[config.mk]
export PLATFORM = sky130hd
export DESIGN_NAME = zspan_tester
export DESIGN_NICKNAME = d
export VERILOG_FILES = /design/src/rtl/zspan_tester.sv
export SDC_FILE = /design/constraint.sdc
export NUM_CORES = 1
export LEC_CHECK = 0
export ABC_AREA = 1
export CAP_MARGIN = 10
export CORE_ASPECT_RATIO = 1.25
export CORE_UTILIZATION = 35
export DETAILED_ROUTE_END_ITERATION = 10
export GPL_TIMING_DRIVEN = 0
export PLACE_DENSITY = 0.57
export SYNTH_ARGS = -nofsm -noshare
export SYNTH_HDL_FRONTEND = slang
export SYNTH_SLANG_ARGS = --single-unit
[constraint.sdc]
create_clock -name clk -period 3.9 [get_ports clk]
set_input_delay 0.975 -clock clk [delete_from_list [all_inputs] [get_ports clk]]
set_output_delay 0.975 -clock clk [all_outputs]
set_load 0.1 [all_outputs]
[src/rtl/zspan_tester.sv]
module zspan_tester #(
  parameter int XW    = 11,
  parameter int MAW   = 16,
  parameter int ZW    = 16,
  parameter int FW    = 8,
  parameter int PAIRS = 64,
  localparam int ACW  = ZW + FW,
  localparam int IW   = $clog2(PAIRS),
  localparam int DW   = 2 * ZW
) (
  input  logic           clk,
  input  logic           rst_n,
  input  logic           start,
  input  logic [XW-1:0]  x_start,
  input  logic [XW-1:0]  x_end,
  input  logic [MAW-1:0] row_base,
  input  logic [ACW-1:0] z0_init,
  input  logic [ACW-1:0] z1_init,
  input  logic [ACW-1:0] dz0,
  input  logic [ACW-1:0] dz1,
  output logic           busy,
  output logic           done,
  output logic           mem_req,
  output logic           mem_we,
  output logic [MAW-1:0] mem_addr,
  output logic [1:0]     mem_be,
  output logic [DW-1:0]  mem_wdata,
  input  logic [DW-1:0]  mem_rdata,
  input  logic [IW:0]    flag_idx,
  output logic           flag_out
);
  typedef enum logic [1:0] {S_IDLE, S_RD, S_GAP, S_WR} st_t;

  st_t            st;
  logic [XW-1:0]  xs_q, xe_q;
  logic [MAW-1:0] rb_q;
  logic [ACW-1:0] z0i, z1i, d0q, d1q, acc0, acc1;
  logic [IW-1:0]  idx, last_q, ri;
  logic           rv;
  logic [ZW-1:0]  rz0, rz1;
  logic [1:0]     rm;
  logic [1:0]     flags [PAIRS];

  wire [XW-1:0] span_pairs = ((x_end + XW'(1)) >> 1) - (x_start >> 1);
  wire [XW-1:0] pair_x     = (xs_q >> 1) + XW'(idx);
  wire [XW-1:0] px_ev      = pair_x << 1;
  wire          lane0_in   = px_ev >= xs_q;
  wire          lane1_in   = (px_ev | XW'(1)) < xe_q;
  wire          at_last    = idx == last_q;

  assign busy      = st != S_IDLE;
  assign mem_req   = (st == S_RD) || (st == S_WR);
  assign mem_we    = st == S_WR;
  assign mem_addr  = rb_q + MAW'(pair_x);
  assign mem_be    = mem_we ? flags[idx] : 2'b00;
  assign mem_wdata = {acc1[ACW-1:FW], acc0[ACW-1:FW]};
  assign flag_out  = flags[flag_idx[IW:1]][flag_idx[0]];

  always_ff @(posedge clk or negedge rst_n) begin
    if (!rst_n) begin
      st <= S_IDLE; done <= 1'b0; idx <= '0; last_q <= '0;
      xs_q <= '0; xe_q <= '0; rb_q <= '0;
      z0i <= '0; z1i <= '0; d0q <= '0; d1q <= '0; acc0 <= '0; acc1 <= '0;
      rv <= 1'b0; ri <= '0; rz0 <= '0; rz1 <= '0; rm <= '0;
    end else begin
      done <= 1'b0;
      rv   <= 1'b0;
      unique case (st)
        S_IDLE: if (start) begin
          xs_q <= x_start; xe_q <= x_end; rb_q <= row_base;
          z0i <= z0_init; z1i <= z1_init; d0q <= dz0; d1q <= dz1;
          acc0 <= z0_init; acc1 <= z1_init;
          last_q <= IW'(span_pairs - XW'(1));
          idx <= '0;
          st <= S_RD;
        end
        S_RD: begin
          rv <= 1'b1; ri <= idx;
          rz0 <= acc0[ACW-1:FW]; rz1 <= acc1[ACW-1:FW];
          rm <= {lane1_in, lane0_in};
          acc0 <= acc0 + d0q; acc1 <= acc1 + d1q;
          if (at_last) begin idx <= '0; st <= S_GAP; end
          else idx <= idx + IW'(1);
        end
        S_GAP: begin
          acc0 <= z0i; acc1 <= z1i;
          st <= S_WR;
        end
        S_WR: begin
          acc0 <= acc0 + d0q; acc1 <= acc1 + d1q;
          if (at_last) begin st <= S_IDLE; done <= 1'b1; end
          else idx <= idx + IW'(1);
        end
        default: st <= S_IDLE;
      endcase
    end
  end

  always_ff @(posedge clk or negedge rst_n) begin
    if (!rst_n) begin
      for (int k = 0; k < PAIRS; k++) flags[k] <= 2'b00;
    end else if (rv) begin
      flags[ri] <= {rm[1] & (rz1 < mem_rdata[DW-1:ZW]),
                    rm[0] & (rz0 < mem_rdata[ZW-1:0])};
    end
  end
endmodule

==> summary.md <==
| Metric | Value |
|---|---|
| Int Pwr | `13.2 mW` |
| GRT Overall Usage | `0.260` |
| Min Hold Slack | `0.310 ns` |
| CTS tree | `done` |
| Root buffer cell | `clkbuf_16` |
| First-pass iteration count of the detailed router | `5` |
| Number of port buffers | `226` |
| Prevailing post-synth register cell | `dfrtp_1` |
| Final Hold Fails | `0` |
| Netlist Area Pre-Place | `23700 um2` |
| Worst vdd ir | `1.33 mV` |
| CP peak stage delay | `0.45 ns` |
| Post-DR wirelength/cell | `19.1 um` |
| Critical path, cell by cell | `ha_4 > buf_6 > nand2_1 > nor2_1 > a21oi_4 > nor4_1 > ha_1 > nand2_1 > nor2_4 > nand3_1 > nand4_1 > buf_6 > nand3_4 > xnor2_2 > buf_8` |
| H-tree depth | `2` |
| First-pass GRT wire length | `135000 um` |
| Critical path arrival | `3.54 ns` |
| Avg Synthesized Cell Area | `6.80 um2` |
| Leakage | `15.1 nW` |
| Vias in the first global route | `23039` |
| Vias per cell | `5.01` |
| Headroom to the max-slew limit | `0.231` |
| Critical Path Sink Type | `primary output` |
| Largest net degree at the start of global routing | `88` |
| Comb pwr share | `0.625` |
| Asr flop ratio synth | `1.00` |
| Die Width | `235 um` |
| Initial antenna violation count | `1` |
| Final setup viols | `13` |
| Post-Synthesis Cells | `3481` |
| Routed wire length | `89400 um` |
| Fin crit share | `1.16` |
| Detail Route Antenna Nets | `0` |
| Share of the yosys chip area belonging to registers | `0.386` |
| Crit Path Class | `flop to primary output` |
| Fin Clk Skew | `0.0195 ns` |
| Status | `finished with violations` |
| Die area | `68700 um2` |
| Total number of vias | `23447` |
| Worst-Skew Late Latency | `0.60 ns` |
| Max-Cap Viols | `0` |
| Placer Congestion | `0.960` |
| Share of layout cells above drive strength 1 | `0.0843` |
| RSZ-0062 raised after global routing | `yes` |
| Filler Cell Count | `6963` |
| HPWL after detailed placement | `67300 um` |
| PD cells | `940 nW/um2` |
| CP Max Fanout | `5` |
| Hold Buf Count CTS | `0` |
| Critical Path RT | `2.92 ns` |
| Hold WC Path Type | `input port to asynchronous set/reset pin` |
| Yosys warnings | `0` |
| Initial Util | `0.354` |
| I/O pins | `231` |
| Fmax | `221 MHz` |
| Longest Clk Path Bufs | `3` |
| Net Sw Frac | `0.526` |
| Drt initial violations | `1896` |
| Num CTS Buffers | `44` |
| Dpl ws | `-1.64 ns` |
| #FFs+latches synth | `365` |
| Startpoint Class | `flop` |
| Final core utilization | `0.445` |
| Slew Limit Fails | `0` |
| Post-route cell area | `29700 um2` |
| Clock power frac | `0.148` |
| Die H | `293 um` |
| Area growth from synthesis to layout | `25.6%` |
| Syn_nets | `3785` |
| Residual DRC | `0` |
| Post-synth EDFFs | `0` |
| Worst-margin pin slew | `1.15 ns` |
| Sequential Power Share | `0.227` |
| Synth top area cells | `dfrtp_1, nand2_1, ha_1, o21ai_0, inv_1` |
| Distinct cells, synth | `45` |
| Critical-path top delay cell | `dfrtp_2` |
| Row cnt | `106` |
| Share of Yosys cell area claimed by the top area cell type | `0.386` |
| Area leader, netlist | `dfrtp_1` |
| Final WS setup | `-0.615 ns` |
| Clock-pin slew on the worst setup and hold paths | `0.06 ns` |
| NumNets Final | `4090` |
| Total grt overflow | `0` |
| Final min period | `4.52 ns` |
| Failing checks | `setup timing` |
| P_sw | `14.7 mW` |
| Placed inst area | `27400 um2` |
| Clock sinks | `365` |
| Core ar. | `66800 um2` |
==> metrics by stage <==
step                power (mW)  cells  setup TNS [ns]
finish                    27.9   4684           -5.49
global route              29.9   4684           -7.01
CTS                       27.5   4674           -6.15
detailed placement        22.3   4575          -15.96
global placement          22.2   4571        -5563.78
floorplan                 17.6   3481           -1.85
==> worst max-delay path, delay by kind of cell, from the launching register on <==
kind	cells	cell delay, ns
and+or+nand+nor	8	1.08
buffers and inverters	3	0.46
AOI/OAI and AO/OA	1	0.11
adders and majority gates	2	0.66
DFF	1	0.45
xor gates and xnor gates	1	0.17
==> cell usage after synthesis (2+ instances only) <==
cell type / number
fa_1: 5
buf_2: 30
or2_2: 7
nand3_2: 3
o21a_1: 3
nand2_1: 1305
a21boi_0: 2
nand3_1: 236
o21ai_1: 12
clkbuf_2: 2
a221oi_1: 2
o22ai_1: 3
o221ai_1: 2
nand3b_1: 18
o211ai_1: 19
buf_1: 5
nand4_1: 17
nor2_1: 265
xnor2_1: 11
ha_1: 123
nor3_1: 36
o21ai_0: 301
buf_4: 42
inv_1: 393
a21oi_1: 135
nor2_4: 2
dfrtp_1: 365
clkbuf_1: 80
xor2_1: 28
o2111ai_1: 4
buf_6: 4
o31ai_1: 4
clkinv_1: 3
inv_2: 2
nand2_2: 2
==> registers in the layout (all words and copies together) (netlist names) <==
register and flops:
st 2, rb_q 16, z0i 24, rm 2
acc0 24, xs_q 11, acc1 24, rz0 16
rv 1, last_q 6, xe_q 10, idx 6
flags 128, d1q 24, d0q 24, ri 6
done 1, rz1 16, z1i 24
==> kinds of logic (layout without fill, tap and decap cells) <==
| kind of cell | after synthesis | count (layout) | share of synthesized area |
|---|---|---|---|
| buffers and inverters | 563 | 901 | 0.0992 |
| DFF | 365 | 365 | 0.386 |
| and+or+nand+nor | 1896 | 1896 | 0.323 |
| AOI/OAI and AO/OA | 490 | 490 | 0.108 |
| xor gates and xnor gates | 39 | 39 | 0.0144 |
| adders and majority gates | 128 | 128 | 0.0693 |
| other | 0 | 1 | 0 |
==> worst paths after layout <==
check,start,end,slack [ns],depth (start not counted)
worst max-delay path,idx[3],mem_addr[13],-0.62,15
worst min-delay path,rst_n,rb_q[9],0.31,1
max in group asynchronous,rst_n,acc1[10],2.01,4
worst max register to register,idx[0],rm[1],0.77,15
worst min register to register,rz0[9],rz0[9],0.47,2
min in group clk,rz0[9],rz0[9],0.47,2
==> repair_timing <==
| item | in CTS | in global routing |
|---|---|---|
| resized for setup | 237 | 39 |
| setup buffers | 20 | 10 |
| pin swaps | 28 | 20 |
| endpoints found under the setup margin | 20 | 17 |
==> cells in the final DEF, fill, tap and decap left out, types with 5 or more instances in the layout <==
master and count:
o211ai_1 19, clkbuf_1 82, clkdlybuf4s50_1 205, nand2_4 6
xnor2_2 6, ha_1 109, buf_12 13, buf_2 27
inv_1 388, nand3b_1 18, a21oi_4 9, buf_6 13
clkinv_2 7, nand3_2 7, xor2_1 17, nand3_1 229
xor2_4 9, o21ai_1 15, nand4_1 17, dfrtp_2 5
nor3_1 35, or2_2 7, clkbuf_16 44, buf_4 67
a21oi_2 5, nor2_1 259, a21oi_1 121, ha_4 14
clkbuf_2 9, inv_2 6, o21ai_0 295, nor2_4 5
clkbuf_8 9, nand2_1 1290, dfrtp_1 360, clkinvlp_4 5
nand2_2 11
==> layout make-up <==
cell class / instances / area (um2) / area share
antenna: 1 / 2.50 / 0.0000842
buffer: 164 / 873 / 0.0294
clock buffer: 62 / 1260 / 0.0423
clock inverter: 17 / 158 / 0.00530
inverter: 399 / 1500 / 0.0506
multi-input combinational: 2553 / 13000 / 0.436
sequential: 365 / 9140 / 0.308
tap: 864 / 1080 / 0.0364
timing repair buffer: 259 / 2750 / 0.0926
==> per-layer routing <==
metal  share of wire  vias to the layer above  track usage
li1                -                    11607            -
met1            0.40                    10958        0.313
met2            0.50                      700        0.458
met3           0.053                      182       0.0382
met4           0.044                        0        0.107
met5               0                        -            0
==> power groups by stage <==
| stage | clock (mW) | combinational, mW | sequential [mW] |
|---|---|---|---|
| 5_1_grt | 4.34 | 19.0 | 6.49 |
| 4_1_cts | 4.18 | 17.0 | 6.33 |
| 6_report | 4.12 | 17.5 | 6.34 |
| 3_3_place_gp | 0 | 15.8 | 6.37 |
| 2_1_floorplan | 0 | 11.7 | 5.87 |
| 3_5_place_dp | 0 | 15.9 | 6.35 |
Note: power is estimated with default switching activity, not from simulation.
